**src/rtl/pam4_prbs_rx.sv**
```systemverilog
module pam4_prbs_rx #(
  parameter int NSYM = 8,
  parameter int PLEN = 7,
  parameter int TAP  = 6
) (
  input  logic              clk,
  input  logic              rst_n,
  input  logic              valid,
  input  logic [NSYM-1:0]   thr_lo,
  input  logic [NSYM-1:0]   thr_mid,
  input  logic [NSYM-1:0]   thr_hi,
  output logic [2*NSYM-1:0] level_o,
  output logic              err_o
);
  localparam int NBIT = 2 * NSYM;
  localparam int SLEN = PLEN + NBIT;
  localparam int DIST = PLEN - TAP;

  logic [NBIT-1:0] lvl;
  logic [NSYM-1:0] bubble;
  logic [SLEN-1:0] st;
  logic [NBIT-1:0] mis;
  logic [PLEN-1:0] hist_q;
  logic            vprev_q;

  assign st[PLEN-1:0] = hist_q;

  genvar k, j;
  generate
    for (k = 0; k < NSYM; k++) begin : g_sym
      assign lvl[2*k+:2] = {1'b0, thr_lo[k]} + {1'b0, thr_mid[k]} + {1'b0, thr_hi[k]};
      assign bubble[k]   = (thr_hi[k] & ~thr_mid[k]) | (thr_mid[k] & ~thr_lo[k]);
      assign st[PLEN+2*k]   = lvl[2*k+1];
      assign st[PLEN+2*k+1] = lvl[2*k];
    end
    for (j = 0; j < NBIT; j++) begin : g_chk
      assign mis[j] = st[PLEN+j] ^ st[j] ^ st[j+DIST];
    end
  endgenerate

  always_ff @(posedge clk or negedge rst_n) begin
    if (!rst_n) begin
      hist_q  <= '0;
      vprev_q <= 1'b0;
      level_o <= '0;
      err_o   <= 1'b0;
    end else begin
      vprev_q <= valid;
      err_o   <= valid & vprev_q & ((|mis) | (|bubble));
      if (valid) begin
        level_o <= lvl;
        hist_q  <= st[SLEN-1:NBIT];
      end
    end
  end
endmodule


```
**config.mk**
```make
export PLATFORM = sky130hd
export DESIGN_NAME = pam4_prbs_rx
export DESIGN_NICKNAME = d
export VERILOG_FILES = /design/src/rtl/pam4_prbs_rx.sv
export SDC_FILE = /design/constraint.sdc
export NUM_CORES = 1
export LEC_CHECK = 0
export BUFFER_PORTS_ARGS = -buffer_cell sky130_fd_sc_hd__buf_2
export CAP_MARGIN = 0
export CORE_MARGIN = 4
export CORE_UTILIZATION = 45
export CTS_CLUSTER_DIAMETER = 150
export DETAILED_ROUTE_END_ITERATION = 7
export PLACE_DENSITY_LB_ADDON = 0.3
export SETUP_SLACK_MARGIN = 0.02
export SYNTH_ARGS = -nofsm -noshare
export SYNTH_HDL_FRONTEND = slang
export SYNTH_SLANG_ARGS = --single-unit
```
**constraint.sdc**
```tcl
create_clock -name clk -period 1.41 [get_ports clk]
set_clock_uncertainty 0.15 [all_clocks]
set_input_delay 0.282 -clock clk [delete_from_list [all_inputs] [get_ports clk]]
set_output_delay 0.282 -clock clk [all_outputs]
set_load 0.02 [all_outputs]
```
==> metrics.md, run 1 <==
| Metric | Value |
|---|---|
| Slew margin rel. | `72.41%` |
| Sw Ratio | `between 30 and 40%` |
| # diodes | `0` |
| Worst Hold Class | `in2reg` |
| Design Area, Final | `1948 sq um` |
| # DRC | `0` |
| RSZ-0062 raised after global routing | `yes` |
| Failing checks | `setup timing` |
| Core outline area | `about 2800 sq um` |
| Tmin final | `about 1.8 ns` |
| Dpl cell area | `about 1800 sq um` |
| Synth Net Count | `between 150 and 200` |
| Initial DRC count | `31` |
| Multi-input logic area | `just over 800 sq um` |
| Final worst setup slack | `-0.4361 ns` |
| Post-synth top area cell | `dfrtp_1` |
| Worst-path cell chain | `buf_2 -> inv_8 -> fa_2 -> buf_4 -> xor2_1 -> mux2i_1 -> o211ai_1 -> nor3b_1 -> a31oi_1` |
| FILL cells | `207` |
| Routed WL | `3511 microns` |
| Yosys top cell area share | `between 30% and 40%` |
| Largest net degree at the start of global routing | `19` |
| Max clock buf depth | `2` |
| Root Driver | `clkbuf_4` |
| Vias after detailed routing | `approximately 1200` |
| Peak VDD IR | `between 0.7 and 0.8 mV` |
| Num CTS Buffers | `3` |
| #FFs+latches synth | `18` |
| Initial antenna violation count | `0` |
| Final Hold Fails | `0` |
| Detailed-router iteration count before antenna repair | `4` |
| Status | `finished with violations` |
| Die W | `roughly 62 microns` |
| P_int | `about 1.3 mW` |
| Distinct cell type count after synthesis | `27` |
| WL per Instance | `about 15 microns` |
| All-Layer GR Usage | `between 10% and 20%` |
| Crit path max fanout | `3` |
| Crit path DAT | `~1.9 ns` |
| Share of cells above drive strength 1 | `roughly half` |
| Main synth FF type | `dfrtp_1` |
| P per Cell Area | `1025 nW/um^2` |
| P_sw | `roughly 740 uW` |
| CTS tree | `done` |
| # clock sinks | `18` |
| CP Data Required Time | `around 1.4 ns` |
| Fin crit share | `130.9%` |
| Critical Path Start | `thr_hi[0]` |
| Final Net Count | `about 240` |
| H-tree levels | `1` |
| Max Cap Violations | `0` |
| Port bufs | `43` |
| Kind of critical path | `in2reg` |
| Antenna viol nets, final | `0` |
| Worst skew pair latency | `roughly 0.3 ns` |
| Clock Power Share | `16.2%` |
| GPL Wtd Cong | `approximately 0.98` |
| Crit-path slowest cell | `fa_2` |
| Num ports | `44` |
| Setup violators final | `3` |
| Most frequent cell after synthesis | `inv_1` |
| Register area | `about 450 sq um` |
| Syn Area/Cell | `about 10 sq um` |
| First-pass GRT wire length | `5533 microns` |
| Slew Limit Fails | `0` |
| Die H | `roughly 62 microns` |
| Area growth syn-to-layout | `48.85%` |
| Hold Crit Start | `valid` |
| Reg2reg start | `level_o[14]$_DFFE_PN0P_` |
| Worst-margin pin slew | `around 0.41 ns` |
| Hpwl dp | `2832 microns` |
| Largest stage delay, worst path | `around 0.48 ns` |
| Post-Syn Area | `about 1300 sq um` |
| Final core utilization | `a little over two thirds` |
| Drt via density | `5.202` |
| CP Capture Type | `flip-flop` |
| Starting Density | `a little under half` |
| Leakage power | `between 0.9 and 1 nW` |
| Type of origin of the critical path | `input pin` |
| Sequential share of power | `33.0%` |
| Gr ovfl total | `0` |
| Comb power frac | `50.8%` |
| Post-synth top cells | `inv_1, dfrtp_1, nand2_1, xnor2_1, mux2i_1` |
| Yosys warnings | `0` |
| Site Rows | `19` |
| Top cells by area, synth | `dfrtp_1, fa_1, mux2i_1` |
| Post-Synthesis Cells | `130` |
| Vias in the first global route | `between 1000 and 1500` |
| Sequential-to-total area share from yosys stat | `about a third` |
| Async S/R FF share, synth | `between 90% and 100%` |
| Die area | `between 3000 and 4000 sq um` |
| EDFF count, synth | `0` |
| Max Freq | `roughly 0.54 GHz` |
| Clock-pin transition on the worst setup and hold timing paths | `around 0.11 ns` |
-- cell usage in the layout (no fill, tap or decap), types with 2 or more instances in the layout --
master    netlist  final
a21oi_1         2      2
a221oi_2        0      3
buf_2           4     36
buf_4           0     27
buf_6           1      8
clkbuf_4        0      3
dfrtp_1        18     18
fa_1            8      3
fa_2            0      5
inv_1          23     14
inv_2           1      7
inv_8           0      2
mux2_1          8      6
mux2_4          1      3
mux2i_1        10      9
nand2_1        11     11
nor2_1          3      3
o211ai_1        2      2
o21ai_0         5      5
o21ai_1         3      3
o22ai_1         3      3
xnor2_1        11      6
xnor2_2         0      5
xor2_1          5      5
-- per-stage QoR --
stage	setup TNS (ns)	total power, mW	hold slack [ns]	std cells	worst slack (ns)
floorplan	-0.6233	1.264	-0.1636	130	-0.5118
global placement	-2.739	1.566	0.07593	225	-0.7684
detailed placement	-3.082	1.594	0.08592	225	-0.8568
CTS	-0.5091	1.977	0.2354	232	-0.4235
global route	-0.7267	2.125	0.2440	233	-0.4813
finish	-0.5455	1.997	0.2413	233	-0.4361
-- final timing paths --
kind	to	slack, ns	cells past startpoint
setup / recovery	err_o$_DFF_PN0_	-0.44	9
max in group asynchronous	level_o[6]$_DFFE_PN0P_	0.53	2
setup reg to reg	err_o$_DFF_PN0_	-0.35	5
hold reg to reg	level_o[9]$_DFFE_PN0P_	0.35	1
hold / removal	level_o[5]$_DFFE_PN0P_	0.24	2
min in group asynchronous	hist_q[5]$_DFFE_PN0P_	0.28	2
-- power by group through the flow --
| stage | Combinational [mW] | Clock (mW) | Sequential (mW) |
|---|---|---|---|
| 6_report | 1.01 | 0.323 | 0.660 |
| 5_1_grt | 1.09 | 0.361 | 0.671 |
| 4_1_cts | 0.989 | 0.332 | 0.656 |
| 3_5_place_dp | 0.928 | 0 | 0.666 |
| 3_3_place_gp | 0.906 | 0 | 0.660 |
| 2_1_floorplan | 0.515 | 0 | 0.749 |
-- worst max-delay path: cells and delay by family --
kind / cells / cell delay, ns
XOR/XNOR: 1 / 0.17
adder cells (fa/ha/maj): 1 / 0.48
multiplexers: 1 / 0.17
buffers and inverters: 3 / 0.34
AND/OR/NAND/NOR: 1 / 0.21
AO/OA/AOI/OAI: 2 / 0.22
-- cell families (layout without fill, tap and decap cells) --
| group | after synthesis | after routing | share of synthesized area (%) |
|---|---|---|---|
| buffers and inverters | 29 | 101 | 9.273 |
| AOI/OAI and AO/OA | 22 | 22 | 11.19 |
| muxes | 19 | 19 | 15.68 |
| DFF | 18 | 18 | 34.42 |
| and+or+nand+nor | 18 | 18 | 6.502 |
| xor gates and xnor gates | 16 | 16 | 10.71 |
| adders and majority gates | 8 | 8 | 12.24 |
-- routing by layer --
| layer | vias to the layer above | track usage (%) | part of all wire, % |
|---|---|---|---|
| met5 | - | 0 | 0 |
| met4 | 0 | 7.273 | 2.3 |
| met3 | 13 | 3.099 | 5.9 |
| met2 | 44 | 33.78 | 50 |
| met1 | 582 | 25.68 | 42 |
| li1 | 573 | - | - |
-- state kept, by name (all words and copies together), names as in the netlist --
name,cells
err_o,1
hist_q,6
level_o,10
vprev_q,1
-- layout make-up --
| class | count | area share, % |
|---|---|---|
| clock buffer | 4 | 1.863 |
| timing repair buffer | 73 | 25.56 |
| inverter | 24 | 5.523 |
| sequential | 18 | 23.12 |
| multi-input combinational | 83 | 41.94 |
| tap | 31 | 1.991 |
-- what timing repair did --
item,in CTS,in global routing
gates resized for setup,19,6
setup buffers,2,3
setup endpoints to repair,7,6
hold buffers,1,0
hold endpoints to repair,18,0
pin swaps,9,5
No activity file was read; power rests on OpenSTA's default activity.
==> run 2, diff against run 1 <==
--- a/config.mk
+++ b/config.mk
@@ -5,11 +5,13 @@
 export SDC_FILE = /design/constraint.sdc
 export NUM_CORES = 1
 export LEC_CHECK = 0
+export ABC_AREA = 1
 export BUFFER_PORTS_ARGS = -buffer_cell sky130_fd_sc_hd__buf_2
 export CAP_MARGIN = 0
 export CORE_MARGIN = 4
-export CORE_UTILIZATION = 45
+export CORE_UTILIZATION = 46
 export CTS_CLUSTER_DIAMETER = 150
+export CTS_CLUSTER_SIZE = 30
 export DETAILED_ROUTE_END_ITERATION = 7
 export PLACE_DENSITY_LB_ADDON = 0.3
 export SETUP_SLACK_MARGIN = 0.02
==> run 2 against run 1 <==
The flow still finishes with violations (setup timing). Wire length rose by 0.77%. Core utilization fell by 2.7 points. First-iteration DRC count rose to 3.0 times the previous value. Sequential power fell by 5.0%. Largest power group unchanged. Highest routed layer unchanged.
==> metrics.md, run 2 <==
| Metric | Value |
|---|---|
| Slew margin rel. | `65.08% (was 72.41%)` |
| Final worst setup slack | `-0.2456 ns (was -0.4361 ns)` |
| Vias in the first global route | `1395 (was 1253)` |
| Crit path max fanout | `6 (was 3)` |
| CP Capture Type | `flip-flop (unchanged)` |
| Vias after detailed routing | `1540 (was 1212)` |
| Num CTS Buffers | `3 (unchanged)` |
| Failing checks | `setup timing (unchanged)` |
| Status | `finished with violations (unchanged)` |
| Peak VDD IR | `0.3345 mV (was 0.7146 mV)` |
| Post-synth top area cell | `dfrtp_1 (unchanged)` |
| Dpl cell area | `1795 sq um (was 1799 sq um)` |
| Max clock buf depth | `2 (unchanged)` |
| Die area | `4046 sq um (was 3835 sq um)` |
| Final core utilization | `67.89% (was 70.64%)` |
| EDFF count, synth | `0 (unchanged)` |
| Tmin final | `1.656 ns (was 1.846 ns)` |
| Starting Density | `49.87% (was 47.46%)` |
| Max Freq | `0.6040 GHz (was 0.5417 GHz)` |
| Design Area, Final | `1937 sq um (was 1948 sq um)` |
| Cell count after placement | `314 (was 225)` |
| CTS tree | `done (unchanged)` |
| # diodes | `0 (unchanged)` |
| Final Net Count | `327 (was 238)` |
| Sum Neg Setup Slack | `-0.2456 ns (was -0.5455 ns)` |
| Post-Synthesis Cells | `227 (was 130)` |
| Initial DRC count | `93 (was 31)` |
| Async S/R FF share, synth | `100.0% (unchanged)` |
| Clock-pin transition on the worst setup and hold timing paths | `0.11 ns (about the same)` |
| Worst Hold Class | `in2reg (unchanged)` |
| Worst skew pair latency | `0.30 ns (about the same)` |
| Finished Layout Cells | `322 (was 233)` |
| Port bufs | `43 (unchanged)` |
| CP Data Required Time | `1.46 ns (was 1.44 ns)` |
| Root Driver | `clkbuf_4 (unchanged)` |
| Syn Area/Cell | `6.267 sq um (was 10.07 sq um)` |
| WL per Instance | `10.99 microns (was 15.07 microns)` |
| # DRC | `0 (unchanged)` |
| Sequential-to-total area share from yosys stat | `31.66% (was 34.42%)` |
| Share of cells above drive strength 1 | `28.52% (was 51.98%)` |
| Largest net degree at the start of global routing | `23 (was 19)` |
| GPL Wtd Cong | `0.9173 (was 0.9791)` |
| Main synth FF type | `dfrtp_1 (unchanged)` |
| First-pass GRT wire length | `5975 microns (was 5533 microns)` |
| Routed WL | `3538 microns (was 3511 microns)` |
| P per Cell Area | `932.5 nW/um^2 (was 1025 nW/um^2)` |
| Initial antenna violation count | `0 (unchanged)` |
| Worst slack at placement | `-0.5710 ns (was -0.8568 ns)` |
| Synth Net Count | `262 (was 165)` |
| Drt via density | `4.783 (was 5.202)` |
| Site Rows | `19 (unchanged)` |
| Setup violators final | `1 (was 3)` |
| RSZ-0062 raised after global routing | `yes (unchanged)` |
| Max Cap Violations | `0 (unchanged)` |
| Antenna viol nets, final | `0 (unchanged)` |
| Core outline area | `2853 sq um (was 2758 sq um)` |
| Worst-margin pin slew | `0.5232 ns (was 0.4138 ns)` |
| Distinct cell type count after synthesis | `11 (was 27)` |
| H-tree levels | `1 (unchanged)` |
| Largest regs | `level_o (10), hist_q (6) (unchanged)` |
| Post-Syn Area | `1423 sq um (was 1309 sq um)` |
| Die H | `63.61 microns (was 61.93 microns)` |
| All-Layer GR Usage | `18.47% (was 19.92%)` |
| Pwr Total | `1.806 mW (was 1.997 mW)` |
| Kind of critical path | `in2reg (unchanged)` |
| Final Hold Fails | `0 (unchanged)` |
| Crit path DAT | `1.71 ns (was 1.88 ns)` |
| Type of origin of the critical path | `input pin (unchanged)` |
| Leakage power | `1.161 nW (was 0.9945 nW)` |
| #FFs+latches synth | `18 (unchanged)` |
| Gr ovfl total | `0 (unchanged)` |
| Die W | `63.61 microns (was 61.93 microns)` |
| Top cells by area, synth | `dfrtp_1, nand2_1, fa_1 (was dfrtp_1, fa_1, mux2i_1)` |
| Largest register FFs | `10 (unchanged)` |
| Most frequent cells in the layout | `nand2_1, buf_2, inv_1 (was buf_2, buf_4, dfrtp_1)` |
| Slew Limit Fails | `0 (unchanged)` |
| Fin crit share | `117.4% (was 130.9%)` |
| Largest Register | `level_o (unchanged)` |
| Detailed-router iteration count before antenna repair | `4 (unchanged)` |
| Post-synth top cells | `nand2_1, inv_1, o21ai_0 (was inv_1, dfrtp_1, nand2_1, xnor2_1, mux2i_1)` |
| Yosys warnings | `0 (unchanged)` |
| Most frequent cell after synthesis | `nand2_1 (was inv_1)` |
| Num ports | `44 (unchanged)` |
| Hpwl dp | `2881 microns (was 2832 microns)` |
| # clock sinks | `18 (unchanged)` |
| Most common library cell in the layout ignoring fill and taps | `nand2_1 (was buf_2)` |
| WHS | `0.1352 ns (was 0.2413 ns)` |
| Area growth syn-to-layout | `36.15% (was 48.85%)` |
| Yosys top cell area share | `31.66% (was 34.42%)` |
## run 2: timing repair
action / in CTS / in global routing
resized for setup: 13 / 13
pin swaps: 10 / 12
hold buffers: 1 / 0
setup endpoints to repair: 2 / 6
buffers inserted: 2 / 1
hold endpoints to repair: 18 / 0
## run 2: area by class of cell
class,instances,area [sq um]
tap,31,38.79
timing repair buffer,63,419.2
multi-input combinational,166,835.8
clock buffer,4,36.28
sequential,18,451.7
fill,266,915.9
inverter,40,155.1
## run 2: critical path, cell delays in order
cell     delay (ns)
buf_8          0.08
inv_4          0.03
fa_2           0.67
inv_2          0.08
nand2_2        0.08
nand3_2        0.07
nand2_2        0.08
nand2_1        0.05
nor2_1         0.08
nand3_1        0.07
nor2_1         0.11
nor2_1         0.05
## run 2: power breakdown
part	internal, mW	leakage [nW]	switching (mW)
clock network	0.157	0.0210	0.179
logic	0.359	0.922	0.483
registers	0.579	0.218	0.0485
total	1.10	1.16	0.711
## run 2: metal layers
layer  vias up  wire [microns]  track usage (%)
li1        804               -                -
met4         0              19            5.660
met2        59            1600            29.60
met3         2             241            2.309
met1       675            1678            25.86
met5         -               0                0
## run 2: final timing paths
check | from | to | slack (ns) | cells after the start
setup / recovery | thr_hi[1] | err_o$_DFF_PN0_ | -0.25 | 12
hold / removal | valid | vprev_q$_DFF_PN0_ | 0.14 | 2
setup reg to reg | hist_q[2]$_DFFE_PN0P_ | err_o$_DFF_PN0_ | -0.01 | 7
hold reg to reg | level_o[4]$_DFFE_PN0P_ | level_o[4]$_DFFE_PN0P_ | 0.34 | 2
max in group asynchronous | rst_n | hist_q[2]$_DFFE_PN0P_ | 0.50 | 2
min in group asynchronous | rst_n | level_o[1]$_DFFE_PN0P_ | 0.29 | 2
## run 2: cells by family after synthesis
family                     synth area share [%]
adders and majority gates                 11.26
and+or+nand+nor                           37.11
DFF                                       31.66
xor gates and xnor gates                  1.232
AOI/OAI and AO/OA                         7.388
buffers and inverters                     11.35
==> run 3, diff against run 2 <==
--- a/config.mk
+++ b/config.mk
@@ -7,7 +7,7 @@
 export LEC_CHECK = 0
 export ABC_AREA = 1
 export BUFFER_PORTS_ARGS = -buffer_cell sky130_fd_sc_hd__buf_2
-export CAP_MARGIN = 0
+export CORE_ASPECT_RATIO = 0.75
 export CORE_MARGIN = 4
 export CORE_UTILIZATION = 46
 export CTS_CLUSTER_DIAMETER = 150
==> run 3 against run 2 <==
The flow still finishes with violations (setup timing). Global-route usage grew 0.85 points. Cell area grew 0.90%. Sequential share of layout area shrank 0.27 points. Maximum frequency shrank 4.0%. Wire length grew 8.0%. Clock power grew 31%. Setup slack lost 0.070 ns. Critical endpoint unchanged. Largest cell class unchanged.
==> metrics.md, run 3 (synthesis gave the netlist of run 2 again) <==
| Metric | Value |
|---|---|
| Slew Limit Fails | `0 (unchanged)` |
| Crit-path slowest cell | `fa_2 (unchanged)` |
| Die area | `4056 sq um (was 4046 sq um)` |
| Hold Crit Start | `valid (unchanged)` |
| GPL Wtd Cong | `0.9125 (was 0.9173)` |
| Worst slack at placement | `-0.6037 ns (was -0.5710 ns)` |
| # diodes | `0 (unchanged)` |
| Vias in the first global route | `1419 (was 1395)` |
| H-tree levels | `1 (unchanged)` |
| CTS tree | `done (unchanged)` |
| WHS Endpoint | `vprev_q$_DFF_PN0_ (unchanged)` |
| P per Cell Area | `982.9 nW/um^2 (was 932.5 nW/um^2)` |
| Detailed-router iteration count before antenna repair | `4 (unchanged)` |
| Crit path DAT | `1.74 ns (was 1.71 ns)` |
| Initial DRC count | `100 (was 93)` |
| Final Net Count | `328 (was 327)` |
| Largest register FFs | `10 (unchanged)` |
| Core outline area | `2957 sq um (was 2853 sq um)` |
| Final worst setup slack | `-0.3151 ns (was -0.2456 ns)` |
| RSZ-0062 raised after global routing | `yes (unchanged)` |
| Worst-margin pin slew | `0.4246 ns (was 0.5232 ns)` |
| Sum Neg Setup Slack | `-0.3151 ns (was -0.2456 ns)` |
| Worst Hold Class | `in2reg (unchanged)` |
| Status | `finished with violations (unchanged)` |
| Type of origin of the critical path | `input pin (unchanged)` |
| Max clock buf depth | `2 (unchanged)` |
| Die W | `72.22 microns (was 63.61 microns)` |
| Setup violators final | `1 (unchanged)` |
| Hpwl dp | `3031 microns (was 2881 microns)` |
| Vias after detailed routing | `1524 (was 1540)` |
| Num CTS Buffers | `3 (unchanged)` |
| Root Driver | `clkbuf_8 (was clkbuf_4)` |
| Largest stage delay, worst path | `0.63 ns (was 0.67 ns)` |
| Max Cap Violations | `0 (unchanged)` |
| Reg2reg end | `err_o$_DFF_PN0_ (unchanged)` |
| Cell count after placement | `322 (was 314)` |
| Largest net degree at the start of global routing | `19 (was 23)` |
| All-Layer GR Usage | `19.32% (was 18.47%)` |
| Gr ovfl total | `0 (unchanged)` |
| Largest Register | `level_o (unchanged)` |
| Clock-pin transition on the worst setup and hold timing paths | `0.08 ns (was 0.11 ns)` |
| Reg2reg setup slack | `-0.01 ns (about the same)` |
| Die H | `56.16 microns (was 63.61 microns)` |
| CP Data Required Time | `1.42 ns (was 1.46 ns)` |
| FF-to-FF path depth | `9 (was 7)` |
| Area growth syn-to-layout | `37.38% (was 36.15%)` |
| Worst skew pair latency | `0.27 ns (was 0.30 ns)` |
| Site Rows | `17 (was 19)` |
| Routed WL | `3821 microns (was 3538 microns)` |
| Most frequent cells in the layout | `nand2_1, buf_2, inv_1 (unchanged)` |
| Dpl cell area | `1812 sq um (was 1795 sq um)` |
| WL per Instance | `11.58 microns (was 10.99 microns)` |
| Drt via density | `4.618 (was 4.783)` |
| Design Area, Final | `1954 sq um (was 1937 sq um)` |
| Worst-path cell chain | `buf_2 -> fa_2 -> inv_2 -> nand2_1 -> nand3_1 -> nand2_1 -> nand2_1 -> nor2_1 -> nand3_1 -> nor2_1 -> nor2_1 (was buf_8 -> inv_4 -> fa_2 -> inv_2 -> nand2_2 -> nand3_2 -> nand2_2 -> nand2_1 -> nor2_1 -> nand3_1 -> nor2_1 -> nor2_1)` |
| # DRC | `0 (unchanged)` |
| Port bufs | `43 (unchanged)` |
| Final core utilization | `66.10% (was 67.89%)` |
| Peak VDD IR | `0.6087 mV (was 0.3345 mV)` |
| First-pass GRT wire length | `6154 microns (was 5975 microns)` |
| Failing checks | `setup timing (unchanged)` |
| Most common library cell in the layout ignoring fill and taps | `nand2_1 (unchanged)` |
| Slew margin rel. | `71.69% (was 65.08%)` |
| Worst hold path stage count | `2 (unchanged)` |
| Finished Layout Cells | `330 (was 322)` |
| Final Hold Fails | `0 (unchanged)` |
| Crit path max fanout | `4 (was 6)` |
| CP Capture Type | `flip-flop (unchanged)` |
| Reg2reg start | `hist_q[2]$_DFFE_PN0P_ (unchanged)` |
| Leakage power | `1.161 nW (about the same)` |
| Initial antenna violation count | `0 (unchanged)` |
| Antenna viol nets, final | `0 (unchanged)` |
| Share of cells above drive strength 1 | `32.88% (was 28.52%)` |
| Max Freq | `0.5797 GHz (was 0.6040 GHz)` |
| Largest regs | `level_o (10), hist_q (6) (unchanged)` |
| Starting Density | `48.12% (was 49.87%)` |
| # clock sinks | `18 (unchanged)` |
| Fin crit share | `122.3% (was 117.4%)` |
| Num ports | `44 (unchanged)` |
| Kind of critical path | `in2reg (unchanged)` |
| Tmin final | `1.725 ns (was 1.656 ns)` |
run 3: changes by cell type in the layout (fill, tap and decap cells not counted), sizes merged:
cell  previous run  this run
buf             62        63
run 3: worst max-delay path, delay by kind of cell:
kind,cells,cell delay [ns]
fa+ha+maj,1,0.63
simple gates,8,0.63
buf+inv,2,0.20
run 3: how the worst max path moves through the flow:
stage / endpoint / slack, ns / start
5_1_grt: err_o$_DFF_PN0_ / -0.40 / thr_mid[0]
6_report: err_o$_DFF_PN0_ / -0.32 / thr_lo[3]
2_1_floorplan: err_o$_DFF_PN0_ / -0.33 / thr_hi[1]
3_3_place_gp: err_o$_DFF_PN0_ / -0.60 / thr_hi[1]
4_1_cts: err_o$_DFF_PN0_ / -0.27 / thr_lo[1]
3_5_place_dp: err_o$_DFF_PN0_ / -0.60 / thr_lo[3]
run 3: per-stage QoR:
stage               power, mW  hold slack [ns]
finish                  1.921           0.1874
global route            2.057           0.1961
floorplan               1.123          -0.1636
CTS                     1.865           0.1819
global placement        1.396          0.09212
detailed placement      1.409          0.09466
run 3: power breakdown:
group	switching [mW]	leakage, nW	total (mW)	internal [mW]
combinational	0.507	0.913	0.857	0.350
clock	0.191	0.0288	0.439	0.249
sequential	0.0460	0.219	0.624	0.578
total	0.743	1.16	1.92	1.18
run 3: final cells by class:
| type | count | area, sq um |
|---|---|---|
| Multi-Input combinational cell | 166 | 857.1 |
| Tap cell | 38 | 47.55 |
| Clock buffer | 4 | 55.05 |
| Inverter | 40 | 152.6 |
| Sequential cell | 18 | 450.4 |
| Timing Repair Buffer | 64 | 391.6 |
| Fill cell | 264 | 1002 |
run 3: repair_timing:
item                                    CTS  global route
endpoints found under the hold margin    18             0
pin swaps                                 7            17
gates resized for setup                   5            23
endpoints found under the setup margin    1             2
setup buffers                             0             3
hold buffers                              1             0
run 3: layer usage:
layer / up-vias / track usage, % / wire length [microns]
li1: 807 / - / -
met1: 658 / 27.26 / 1835
met2: 54 / 29.18 / 1638
met3: 5 / 5.415 / 313
met4: 0 / 4.290 / 34
met5: - / 0 / 0
